==> src/rtl/la_pkg.sv <==
package la_pkg;
  localparam logic [7:0] SOF_CHAR  = 8'hFB;
  localparam logic [7:0] IDLE_CHAR = 8'h07;
endpackage

==> src/rtl/la_start_detect.sv <==
module la_start_detect #(
  parameter int LANES  = 8,
  parameter int BYTE_W = 8
) (
  input  logic [LANES*BYTE_W-1:0] data_i,
  input  logic [LANES-1:0]        ctl_i,
  output logic [LANES-1:0]        is_start_o
);
  import la_pkg::*;

  for (genvar g = 0; g < LANES; g++) begin : g_lane
    assign is_start_o[g] = ctl_i[g] &&
                           (data_i[g*BYTE_W +: BYTE_W] == BYTE_W'(SOF_CHAR));
  end
endmodule

==> src/rtl/la_shift_state.sv <==
module la_shift_state #(
  parameter int LANES  = 8,
  parameter int BYTE_W = 8
) (
  input  logic                            clk,
  input  logic                            rst,
  input  logic [LANES/2*BYTE_W-1:0]       hi_data_i,
  input  logic [LANES/2-1:0]              hi_ctl_i,
  input  logic                            start_lo_i,
  input  logic                            start_hi_i,
  output logic                            shift_q,
  output logic [LANES/2*BYTE_W-1:0]       prev_data_q,
  output logic [LANES/2-1:0]              prev_ctl_q
);
  always_ff @(posedge clk) begin
    if (rst) begin
      shift_q     <= 1'b0;
      prev_data_q <= '0;
      prev_ctl_q  <= '0;
    end else begin
      prev_data_q <= hi_data_i;
      prev_ctl_q  <= hi_ctl_i;
      if (start_lo_i)      shift_q <= 1'b0;
      else if (start_hi_i) shift_q <= 1'b1;
    end
  end
endmodule

==> src/rtl/la_out_mux.sv <==
module la_out_mux #(
  parameter int LANES  = 8,
  parameter int BYTE_W = 8
) (
  input  logic                            clk,
  input  logic                            rst,
  input  logic [LANES*BYTE_W-1:0]         data_i,
  input  logic [LANES-1:0]                ctl_i,
  input  logic                            start_lo_i,
  input  logic                            start_hi_i,
  input  logic                            shift_q_i,
  input  logic [LANES/2*BYTE_W-1:0]       prev_data_i,
  input  logic [LANES/2-1:0]              prev_ctl_i,
  output logic [LANES*BYTE_W-1:0]         data_o,
  output logic [LANES-1:0]                ctl_o
);
  import la_pkg::*;
  localparam int HALF = LANES / 2;
  localparam int HW   = HALF * BYTE_W;

  logic [HW-1:0]   low_d;
  logic [HALF-1:0] low_c;
  logic [LANES*BYTE_W-1:0] nxt_d;
  logic [LANES-1:0]        nxt_c;

  always_comb begin
    if (shift_q_i) begin
      low_d = prev_data_i;
      low_c = prev_ctl_i;
    end else begin
      low_d = {HALF{BYTE_W'(IDLE_CHAR)}};
      low_c = '1;
    end
    if (start_lo_i) begin
      nxt_d = data_i;
      nxt_c = ctl_i;
    end else if (start_hi_i) begin
      nxt_d = {data_i[HW-1:0], low_d};
      nxt_c = {ctl_i[HALF-1:0], low_c};
    end else if (shift_q_i) begin
      nxt_d = {data_i[HW-1:0], prev_data_i};
      nxt_c = {ctl_i[HALF-1:0], prev_ctl_i};
    end else begin
      nxt_d = data_i;
      nxt_c = ctl_i;
    end
  end

  always_ff @(posedge clk) begin
    if (rst) begin
      data_o <= '0;
      ctl_o  <= '0;
    end else begin
      data_o <= nxt_d;
      ctl_o  <= nxt_c;
    end
  end
endmodule

==> src/rtl/lane_aligner.sv <==
module lane_aligner #(
  parameter int LANES  = 8,
  parameter int BYTE_W = 8
) (
  input  logic                    clk,
  input  logic                    rst,
  input  logic [LANES*BYTE_W-1:0] in_data,
  input  logic [LANES-1:0]        in_ctl,
  output logic [LANES*BYTE_W-1:0] out_data,
  output logic [LANES-1:0]        out_ctl
);
  localparam int HALF = LANES / 2;
  localparam int HW   = HALF * BYTE_W;
  localparam int W    = LANES * BYTE_W;

  logic [LANES-1:0] is_start;
  logic             shift_q;
  logic [HW-1:0]    prev_d;
  logic [HALF-1:0]  prev_c;

  la_start_detect #(.LANES(LANES), .BYTE_W(BYTE_W)) u_det (
    .data_i(in_data), .ctl_i(in_ctl), .is_start_o(is_start)
  );

  la_shift_state #(.LANES(LANES), .BYTE_W(BYTE_W)) u_state (
    .clk(clk), .rst(rst),
    .hi_data_i(in_data[W-1:HW]), .hi_ctl_i(in_ctl[LANES-1:HALF]),
    .start_lo_i(is_start[0]), .start_hi_i(is_start[HALF]),
    .shift_q(shift_q), .prev_data_q(prev_d), .prev_ctl_q(prev_c)
  );

  la_out_mux #(.LANES(LANES), .BYTE_W(BYTE_W)) u_mux (
    .clk(clk), .rst(rst), .data_i(in_data), .ctl_i(in_ctl),
    .start_lo_i(is_start[0]), .start_hi_i(is_start[HALF]),
    .shift_q_i(shift_q), .prev_data_i(prev_d), .prev_ctl_i(prev_c),
    .data_o(out_data), .ctl_o(out_ctl)
  );
endmodule

==> config.mk <==
export PLATFORM = sky130hd
export DESIGN_NAME = lane_aligner
export DESIGN_NICKNAME = d
export VERILOG_FILES = /design/src/rtl/la_pkg.sv /design/src/rtl/la_start_detect.sv /design/src/rtl/la_shift_state.sv /design/src/rtl/la_out_mux.sv /design/src/rtl/lane_aligner.sv
export SDC_FILE = /design/constraint.sdc
export NUM_CORES = 1
export LEC_CHECK = 0
export BUFFER_PORTS_ARGS = -buffer_cell sky130_fd_sc_hd__buf_2
export CORE_AREA = 2 2 103 105
export CTS_BUF_LIST = sky130_fd_sc_hd__clkbuf_16
export DETAILED_ROUTE_END_ITERATION = 7
export DIE_AREA = 0 0 105 107
export GPL_ROUTABILITY_DRIVEN = 0
export SYNTH_ARGS = -nofsm -noshare
export SYNTH_HDL_FRONTEND = slang
export SYNTH_SLANG_ARGS = --single-unit
==> constraint.sdc <==
create_clock -name clk -period 1.7 [get_ports clk]
set_clock_uncertainty 0.1 [all_clocks]
set_input_delay 0.085 -clock clk [delete_from_list [all_inputs] [get_ports clk]]
set_output_delay 0.085 -clock clk [all_outputs]
set_load 0.01 [all_outputs]
=== Word level (Yosys, flattened, before mapping) ===
Index checks and enable logic that the tools add are counted.

* Memory bits (writable): 0
* Latch bits: 0
* Memories kept: 0
* Bits in registers: 109
* Bits in read-only memories: 0

* Bitwise gates (word level): 0
* Divide/modulo/power cells: 0
* Multiplexer cells: 8
* Add/sub/neg operators: 0
* Order comparisons: 0
* $mul: 0
* Shift-type cells: 0
* Reduce and logical (&&, ||, !) cells: 3
* Equality and inequality tests: 2

{| class="wikitable"
|+ Operators by type and width
! cell !! count
|-
| $mux 64 || 3
|-
| $mux 32 || 1
|-
| $mux 8 || 3
|-
| $eq 8x8->1 const B || 2
|-
| $mux 4 || 1
|-
| $logic_and 1x1->1 || 2
|-
| $reduce_or 2->1 || 1
|}

=== Depth between registers and ports, before layout ===
Gate-level depths: netlist of run 1.

* Depth in word-level cells: 4
* Mapped depth: 6
* Mapped depth without buffers: 4

=== Hierarchy ===
Synthesis of run 1 repeated with hierarchy kept, for this count alone.

* Cells, all modules: 372
* Area, all modules: 4062.6 um^2

{| class="wikitable"
|+ By module, submodules not included
! module !! times used !! area an instance (um^2) !! seq. area each (um^2) !! cells each
|-
| la_out_mux || 1 || 2834.0 || 1441.4 || 262
|-
| la_shift_state || 1 || 1017.2 || 740.7 || 78
|-
| la_start_detect || 1 || 211.5 || 0.0 || 32
|}

=== Worst setup path after synthesis of run 1 ===
Ideal clock, no wire load.

* Path type: flip-flop to flip-flop
* Start: register u_state.shift_q
* End: register u_mux.data_o[3]
* Slack: 377 ps
* Path buffers: 1
* Library setup time: 117 ps
* Cell stages (with the launch flop): 5
* Arrival time: 1106 ps
* Cells stage by stage: dfxtp_1 > a31oi_4 > or2_1 > buf_6 > a32o_1

* Cells in the longest elaborated chain, start to end: 3
* Elaborated cells on any way between the ends: 4

{| class="wikitable"
|+ Ends and longest elaborated chain
! what !! RTL line !! text
|-
| start: declaration || la_shift_state.sv:11 || <nowiki>output logic shift_q,</nowiki>
|-
| start signal: assignment || la_shift_state.sv:17 || <nowiki>shift_q <= 1'b0;</nowiki>
|-
| start signal: assignment || la_shift_state.sv:23 || <nowiki>if (start_lo_i) shift_q <= 1'b0;</nowiki>
|-
| start signal: assignment || la_shift_state.sv:24 || <nowiki>else if (start_hi_i) shift_q <= 1'b1;</nowiki>
|-
| $mux 64 / $mux 32 (equally long branches) || la_out_mux.sv:40, la_out_mux.sv:27 ||
|-
| $mux 64 * || la_out_mux.sv:37 || <nowiki>end else if (start_hi_i) begin</nowiki>
|-
| $mux 64 * || la_out_mux.sv:34 || <nowiki>if (start_lo_i) begin</nowiki>
|-
| end signal: assignment || la_out_mux.sv:54 || <nowiki>data_o <= nxt_d;</nowiki>
|-
| end: declaration || la_out_mux.sv:14 || <nowiki>output logic [LANES*BYTE_W-1:0] data_o,</nowiki>
|}

Mark *: on every way between the ends. The rest lies on a longest branch, timed or not.
A chain may end at the register's enable or synchronous reset.

=== Worst setup path after layout of run 1 ===
* Start: input in_ctl[4]
* End: register u_mux.data_o[40]

* Cells in the longest elaborated chain, start to end: 3

{| class="wikitable"
|+ Ends and longest elaborated chain
! what !! RTL line !! text
|-
| start: declaration || lane_aligner.sv:8 || <nowiki>input logic [LANES-1:0] in_ctl,</nowiki>
|-
| $logic_and 1x1->1 || la_start_detect.sv:12 || <nowiki>assign is_start_o[g] = ctl_i[g] &&</nowiki>
|-
| $mux 64 || la_out_mux.sv:37 ||
|-
| $mux 64 || la_out_mux.sv:34 ||
|}

No other way between the ends.

==> results.cfg, run 1 <==
[outcome]
status = complete, no violations

[detailed_routing]
routed_wl_mm = 10.84
vias = 3373
dr.first_iter.drc_count = 118
viasPerCell = 4.751
routedWlPerCell_um = 15.27
ant_nets = 0
first_pass_iters = 4
drcViolationCount = 0

[global_route]
groute.usage.overall_pct = 19.17
grt_max_degree = 46
grt_pass1_wl_mm = 16.87
grt_pass1_vias = 3370
antenna_found_initial = 0
grt-ovfl-total = 0

[yosys]
yosysTopAreaCellShare_pct = 57.58
yosys.area_share.simple_pct = 12.08
synth-compound-area-share_pct = 23.51
synth-main-ff-cell = dfxtp_1
seq_area_frac_synth_pct = 57.58
synth_top_area_cell = dfxtp_1
synthesis.area_um2 = 3790
syn_inst = 352
yosys-mux-area-fraction_pct = 0
synth_area_per_cell_um2 = 10.77
synth-xor-area-share_pct = 0
synth_enable_flop_cells = 0
synth_top_family_by_area = compound AO/OA/AOI/OAI gates
synth.distinct_cells = 28
ys_ff_latch = 109
syn_nets = 426
synth-async-reset-ratio_pct = 0
yosysWarnings = 0
synthTopCellsByArea = dfxtp_1, o21ai_2, nor2b_1
synth_fa_ha_area_share_pct = 0

[setup_path]
critPathCaptureType = register
slowest_stage = dlygate4sd3_1
r2r_end = u_mux.data_o[40]$_SDFF_PP0_
r2r_cells = 4
critical-path-max-stage-delay_ps = 540
timing.rr.start = u_state.shift_q$_SDFFE_PP0P_
cp_cell_sequence = dlygate4sd3_1 -> buf_2 -> a31oi_4 -> or2_2 -> buf_4 -> o21ai_2
reg2reg_slack_ps = 290
arrival_ps = 1680
crit_path_start_kind = primary input
crit_type = primary input to register
crit_required_ps = 1870
cp_max_fo = 14

[hold_path]
hold_depth = 3
hp-class = primary input to register
hold_path_end = u_mux.data_o[4]$_SDFF_PP0_
hp-start = in_data[4]

[place]
dp_hpwl_mm = 6.837
dp.cells = 623
io_buffers = 145
dp_slack_ps = 37.87
post_dp_cell_area_um2 = 4651

[clocking]
cts.sinks = 109
cts_buffer_depth = 2
clkLatencyLatePin_ps = 340
clk_pin_slew_ps = 70
cts-root-buf = clkbuf_16
cts_buffers = 9
h-tree-depth = 3
cts_tree = built

[pwr]
swShare_pct = 22.00
seqPwrFrac_pct = 49.5
ir_drop_mv = 0.6282
p_per_area_nw_per_um2 = 968.1
p_leak_nw = 2.541
combPwrFrac_pct = 11.3
internal_power_mw = 4.293
p_switching_mw = 1.211
power.share.clock_pct = 39.2

[die]
die_h_um = 107
dieArea_um2 = 11240
num_rows = 37
ios = 146
initial_core_util_pct = 37.55
fp.coreArea_um2 = 10090
die_w_um = 105

[finish]
stdcell_area_um2 = 5685
area_delta_synth_final_pct = 50.02
diodes = 0
fillerInstances = 894
fin_nets = 645
layout-drive-gt1-share_pct = 40.07
final_cells = 710

[timing]
timing.final.crit_period_ps = 1510
slew-limit-headroom_pct = 66.29
min_period_over_period_pct = 88.81
drv_slew = 0
rsz0062_at_grt = false
tightest_slew_ps = 505.6
fmax_ghz = 0.6623
finalSetupTns_ps = 0
hold_viol = 0
worst_slack_ps = 190.2
setup_viol = 0

[job]
maxCapViolations = 0
==> final cells by class <==
type	count	area, um2	area share [%]
sequential	109	2182	38.38
multi-input combinational	196	1354	23.81
clock inverter	5	78.83	1.386
inverter	19	71.32	1.254
clock buffer	9	225.2	3.961
timing repair buffer	236	1604	28.21
tap	136	170.2	2.993
==> critical path: cells and delay by family <==
kind	cells	cell delay, ps
AOI/OAI and AO/OA	2	260
and+or+nand+nor	1	390
buffers and inverters	3	930
==> Yosys cell counts (all sizes together), types with 2 or more instances <==
cell type	count
o221a	14
nor2	4
buf	11
a32o	3
inv	19
clkbuf	17
dfxtp	109
a21oi	4
nor2b	38
o21ai	67
o32ai	18
nand2	37
o22ai	2
==> flip-flops by register name (all words and copies together) (netlist names) <==
name,count
u_mux.data_o,64
u_state.prev_data_q,32
u_mux.ctl_o,8
u_state.prev_ctl_q,4
u_state.shift_q,1
==> metal layers <==
layer	global-route usage, %	vias to the layer above	part of all wire, %
met5	0	-	0
met4	5.810	0	1.8
met3	3.587	16	4.2
met2	33.72	103	50
met1	23.86	1591	44
li1	-	1663	-
==> cell families (layout without fill, tap and decap cells) <==
logic type / count (synthesis) / count (layout)
AOI/OAI and AO/OA: 112 / 112
DFF: 109 / 109
and+or+nand+nor: 84 / 84
buffers and inverters: 47 / 269
==> power by group through the flow <==
stage	Combinational, mW	Clock (mW)	Sequential (mW)
after global placement	0.483	0	2.78
after detailed placement	0.489	0	2.79
after CTS	0.620	2.19	2.73
final	0.622	2.16	2.73
after floorplan	0.202	0	2.83
after global routing	0.675	2.30	2.74
==> how the worst max path moves through the flow <==
stage	startpoint	slack [ps]	end
finish	in_ctl[4]	190	u_mux.data_o[40]$_SDFF_PP0_
global route	in_ctl[4]	120	u_mux.data_o[56]$_SDFF_PP0_
CTS	in_ctl[4]	180	u_mux.data_o[42]$_SDFF_PP0_
detailed placement	in_data[6]	40	u_mux.ctl_o[6]$_SDFF_PP0_
global placement	in_data[6]	80	u_mux.data_o[40]$_SDFF_PP0_
floorplan	u_state.shift_q$_SDFFE_PP0P_	380	u_mux.data_o[3]$_SDFF_PP0_
==> timing repair <==
| item | CTS | global route |
|---|---|---|
| setup buffers | 0 | 0 |
| gates resized for setup | 0 | 0 |
| endpoints found under the hold margin | 102 | 0 |
| hold buffers | 73 | 0 |
==> through the flow <==
stage	utilization, %	power (mW)	hold slack [ps]
final	56.34	5.504	56.27
after global routing	56.34	5.716	67.72
after CTS	56.34	5.535	48.01
after detailed placement	46.08	3.274	238.6
after global placement	46.08	3.268	237.2
after floorplan	-	3.032	113.2
==> layout by cell type, fill, tap and decap left out, types with 2 or more instances in the layout <==
cell and count:
nand2_1 36, o221a_2 14, buf_4 17, inv_1 19, buf_2 145, bufinv_16 2
dfxtp_1 109, o21ai_0 38, clkbuf_16 9, clkinvlp_4 2, a21oi_1 4, o32ai_1 18
o22ai_1 2, dlygate4sd3_1 73, o21ai_2 29, a32o_1 3, nor2_1 3, nor2b_1 38
No activity file was read; power rests on OpenSTA's default activity.
==> run 2, diff against run 1 <==
CTS_BUF_LIST = sky130_fd_sc_hd__clkbuf_8   (was sky130_fd_sc_hd__clkbuf_16)
==> results.cfg, run 2 (synthesis results as in run 1) <==
[setup_path]
crit_family = buffers and inverters
slowest_stage = dlygate4sd3_1
crit_required_ps = 1850
r2r_end = u_mux.data_o[42]$_SDFF_PP0_
crit_path_start_kind = primary input
arrival_ps = 1780
cp_num_buf_inv = 3
critical-path-max-stage-delay_ps = 520
cp_max_fo = 14
cp_cell_sequence = dlygate4sd3_1 -> buf_2 -> and4_2 -> a31oi_4 -> or2_4 -> buf_4 -> o21ai_2
crit_type = primary input to register
r2r_cells = 4
timing.rr.start = u_state.shift_q$_SDFFE_PP0P_
reg2reg_slack_ps = 330
critPathCaptureType = register

[timing]
rsz0062_at_grt = false
min_period_over_period_pct = 95.99
hold_viol = 0
finalSetupTns_ps = 0
drv_slew = 0
setup_viol = 0
tightest_slew_ps = 510.2
slew-limit-headroom_pct = 65.99
timing.final.crit_period_ps = 1632
fmax_ghz = 0.6128

[finish]
stdcell_area_um2 = 5567
largest_reg_flops = 64
fillerInstances = 912
final_common_cell = buf_2
final_cell_mix = buf_2, dfxtp_1, dlygate4sd3_1
layout-drive-gt1-share_pct = 40.21
final_cells = 708
top_register = u_mux.data_o
diodes = 0
fin_nets = 643
top_regs = u_mux.data_o x64, u_state.prev_data_q x32, u_mux.ctl_o x8
area_delta_synth_final_pct = 46.88

[die]
dieArea_um2 = 11240
die_w_um = 105
ios = 146
num_rows = 37
die_h_um = 107
fp.coreArea_um2 = 10090
initial_core_util_pct = 37.55

[detailed_routing]
drcViolationCount = 0
routed_wl_mm = 10.75
vias = 3382
viasPerCell = 4.777
first_pass_iters = 4
routedWlPerCell_um = 15.19
dr.first_iter.drc_count = 95
ant_nets = 0

[hold_path]
hold_depth = 3
hold_path_end = u_mux.data_o[3]$_SDFF_PP0_
hp-start = in_data[3]
hp-class = primary input to register

[clocking]
cts-root-buf = clkbuf_8
cts.sinks = 109
cts_tree = built
cts_buffer_depth = 2
cts_buffers = 9
clkLatencyLatePin_ps = 360
post-cts-setup-buffer-count = 0
clk_pin_slew_ps = 90
h-tree-depth = 3

[place]
post_dp_cell_area_um2 = 4651
dp_hpwl_mm = 6.837
io_buffers = 145
dp.cells = 623

[outcome]
status = complete, no violations

[pwr]
p_leak_nw = 2.488
p_per_area_nw_per_um2 = 893.3
ir_drop_mv = 0.3736

[global_route]
grt-ovfl-total = 0
groute.usage.overall_pct = 19.24
antenna_found_initial = 0
grt_pass1_vias = 3357
grt_pass1_wl_mm = 16.76
grt_max_degree = 46

[job]
maxCapViolations = 0
[run 2: worst reg2reg max path, stage by stage (launching register included)]
cell and delay (ps):
dfxtp_1 350, a31oi_4 220, or2_4 210, buf_4 280, o21ai_2 100
[run 2: stage by stage]
stage	hold WS [ps]	worst slack (ps)	power, mW	utilization [%]
2_1_floorplan	113.2	376.8	3.032	-
3_3_place_gp	237.2	76.98	3.268	46.08
3_5_place_dp	238.6	37.87	3.274	46.08
4_1_cts	2.436	33.00	5.028	55.13
5_1_grt	20.28	1.185	5.201	55.16
6_report	22.86	68.22	4.973	55.16
[run 2: how the worst max path moves through the flow]
stage                                            start                     endpoint  slack (ps)  cells past startpoint
after detailed placement                    in_data[6]    u_mux.ctl_o[6]$_SDFF_PP0_          40                      6
after floorplan           u_state.shift_q$_SDFFE_PP0P_   u_mux.data_o[3]$_SDFF_PP0_         380                      4
after global placement                      in_data[6]  u_mux.data_o[40]$_SDFF_PP0_          80                      6
after CTS                                  in_data[38]  u_mux.data_o[42]$_SDFF_PP0_          30                      7
after global routing                       in_data[38]  u_mux.data_o[56]$_SDFF_PP0_           1                      7
final                                      in_data[38]  u_mux.data_o[42]$_SDFF_PP0_          70                      7
[run 2: final cells by class]
cell class | instances | area, um2 | share of cell area (%)
sequential | 109 | 2182 | 39.20
timing repair buffer | 234 | 1584 | 28.46
multi-input combinational | 196 | 1356 | 24.37
tap | 136 | 170.2 | 3.057
clock buffer | 9 | 123.9 | 2.225
clock inverter | 5 | 78.83 | 1.416
inverter | 19 | 71.32 | 1.281
[run 2: repair_timing]
action,4_1_cts,5_1_grt
hold buffers,71,0
setup endpoints to repair,0,16
endpoints found under the hold margin,104,0
resized for setup,0,1
[run 2: per-layer routing]
layer,up-vias,wire length [um],track usage (%)
li1,1658,-,-
met1,1598,4682,23.68
met2,109,5385,32.93
met3,17,482,3.769
met4,0,205,8.095
met5,-,0,0
[run 2: power breakdown]
part,switching (mW),internal (mW)
clock network,0.821,0.809
registers,0.0355,2.69
logic,0.289,0.330
total,1.15,3.83
==> run 3, diff against run 2 <==
BUFFER_PORTS_ARGS = -buffer_cell sky130_fd_sc_hd__clkbuf_2   (was -buffer_cell sky130_fd_sc_hd__buf_2)
REMOVE_ABC_BUFFERS = 1   (was unset)
==> results.cfg, run 3 (synthesis results as in run 1) <==
[outcome]
status = complete, no violations

[finish]
final_common_cell = clkbuf_2
top_regs = u_mux.data_o x64, u_state.prev_data_q x32, u_mux.ctl_o x8
fillerInstances = 925
final_cell_mix = clkbuf_2, dfxtp_1, dlygate4sd3_1
largest_reg_flops = 64
area_delta_synth_final_pct = 46.78
diodes = 0
top_register = u_mux.data_o
layout-drive-gt1-share_pct = 39.69
fin_nets = 643

[die]
num_rows = 37
initial_core_util_pct = 37.55
die_h_um = 107
ios = 146
fp.coreArea_um2 = 10090
dieArea_um2 = 11240
die_w_um = 105

[timing]
rsz0062_at_grt = false
hold_slack_ps = 23.72
slew-limit-headroom_pct = 65.81
drv_slew = 0
setup_viol = 0
finalSetupTns_ps = 0
fmax_ghz = 0.6143
hold_viol = 0
timing.final.crit_period_ps = 1628
worst_slack_ps = 72.21
tightest_slew_ps = 509.0
min_period_over_period_pct = 95.75

[setup_path]
cp_max_fo = 9
crit_type = primary input to register
arrival_ps = 1780
crit_required_ps = 1850
crit_path_start_kind = primary input
critPathCaptureType = register

[place]
dp_hpwl_mm = 6.582
io_buffers = 145
dp_slack_ps = -119.8

[clocking]
cts_tree = built
cts.sinks = 109
h-tree-depth = 3
clk_pin_slew_ps = 90
cts_buffer_depth = 2
post-cts-setup-buffer-count = 0
cts-root-buf = clkbuf_8
cts_buffers = 9
clkLatencyLatePin_ps = 360

[detailed_routing]
first_pass_iters = 4
vias = 3339
ant_nets = 0
drcViolationCount = 0
routedWlPerCell_um = 15.29
routed_wl_mm = 10.82
dr.first_iter.drc_count = 98
viasPerCell = 4.716

[global_route]
grt_pass1_vias = 3317
grt-ovfl-total = 0
groute.usage.overall_pct = 19.05
grt_pass1_wl_mm = 16.68
antenna_found_initial = 0
grt_max_degree = 32

[job]
maxCapViolations = 0

[pwr]
ir_drop_mv = 0.4055
p_per_area_nw_per_um2 = 872.2
p_leak_nw = 2.483

[hold_path]
hp-class = primary input to register
run 3: changes by cell type in the layout (fill, tap and decap cells not counted), moves of 2 or more:
cell           before  now
clkinvlp_4          2    0
buf_2             145    0
dlygate4sd3_1      71   73
buf_4              17   13
clkbuf_2            0  145
run 3: stage by stage:
step                instance area (um2)  cells  total power, mW  utilization (%)
floorplan                          3602    324            3.009                -
global placement                   4641    620            3.266            45.98
detailed placement                 4641    620            3.274            45.98
CTS                                5552    707            4.903            55.01
global route                       5563    708            5.074            55.12
finish                             5563    708            4.852            55.12
run 3: path summary, 6_finish.rpt:
kind,start,to,slack [ps],cells past startpoint
setup / recovery,in_ctl[4],u_mux.data_o[54]$_SDFF_PP0_,70,6
hold reg to reg,u_state.prev_data_q[5]$_SDFF_PP0_,u_mux.data_o[5]$_SDFF_PP0_,360,2
hold / removal,rst,u_mux.data_o[0]$_SDFF_PP0_,20,2
setup reg to reg,u_state.shift_q$_SDFFE_PP0P_,u_mux.data_o[54]$_SDFF_PP0_,140,4
run 3: what timing repair did:
item | CTS | global route
setup endpoints to repair | 0 | 31
gates resized for setup | 0 | 1
endpoints found under the hold margin | 105 | 0
hold buffers | 73 | 0
run 3: worst max-delay path, cell delays in order:
cell and delay, ps:
dlygate4sd3_1 550, clkbuf_2 150, a31oi_4 280, or2_2 340
buf_4 280, o21ai_2 90
run 3: final cells by class:
class | instances | area (um2) | area share [%]
clock buffers | 10 | 137.6 | 2.474
multi-input cells | 197 | 1365 | 24.54
flip-flops and latches | 109 | 2182 | 39.23
inverters | 19 | 71.32 | 1.282
well taps | 136 | 170.2 | 3.059
repair buffers | 233 | 1594 | 28.65
clock inverters | 4 | 42.54 | 0.7647
run 3: layer usage:
| layer | GRT usage (%) | share of wire (%) |
|---|---|---|
| met5 | 0 | 0 |
| met4 | 5.524 | 1.1 |
| met3 | 4.863 | 5.1 |
| met2 | 30.98 | 48 |
| met1 | 25.05 | 46 |
run 3: power by group:
part,switching (mW),leakage [nW],internal (mW)
logic,0.292,1.47,0.330
registers,0.0362,0.908,2.69
clock network,0.810,0.101,0.694
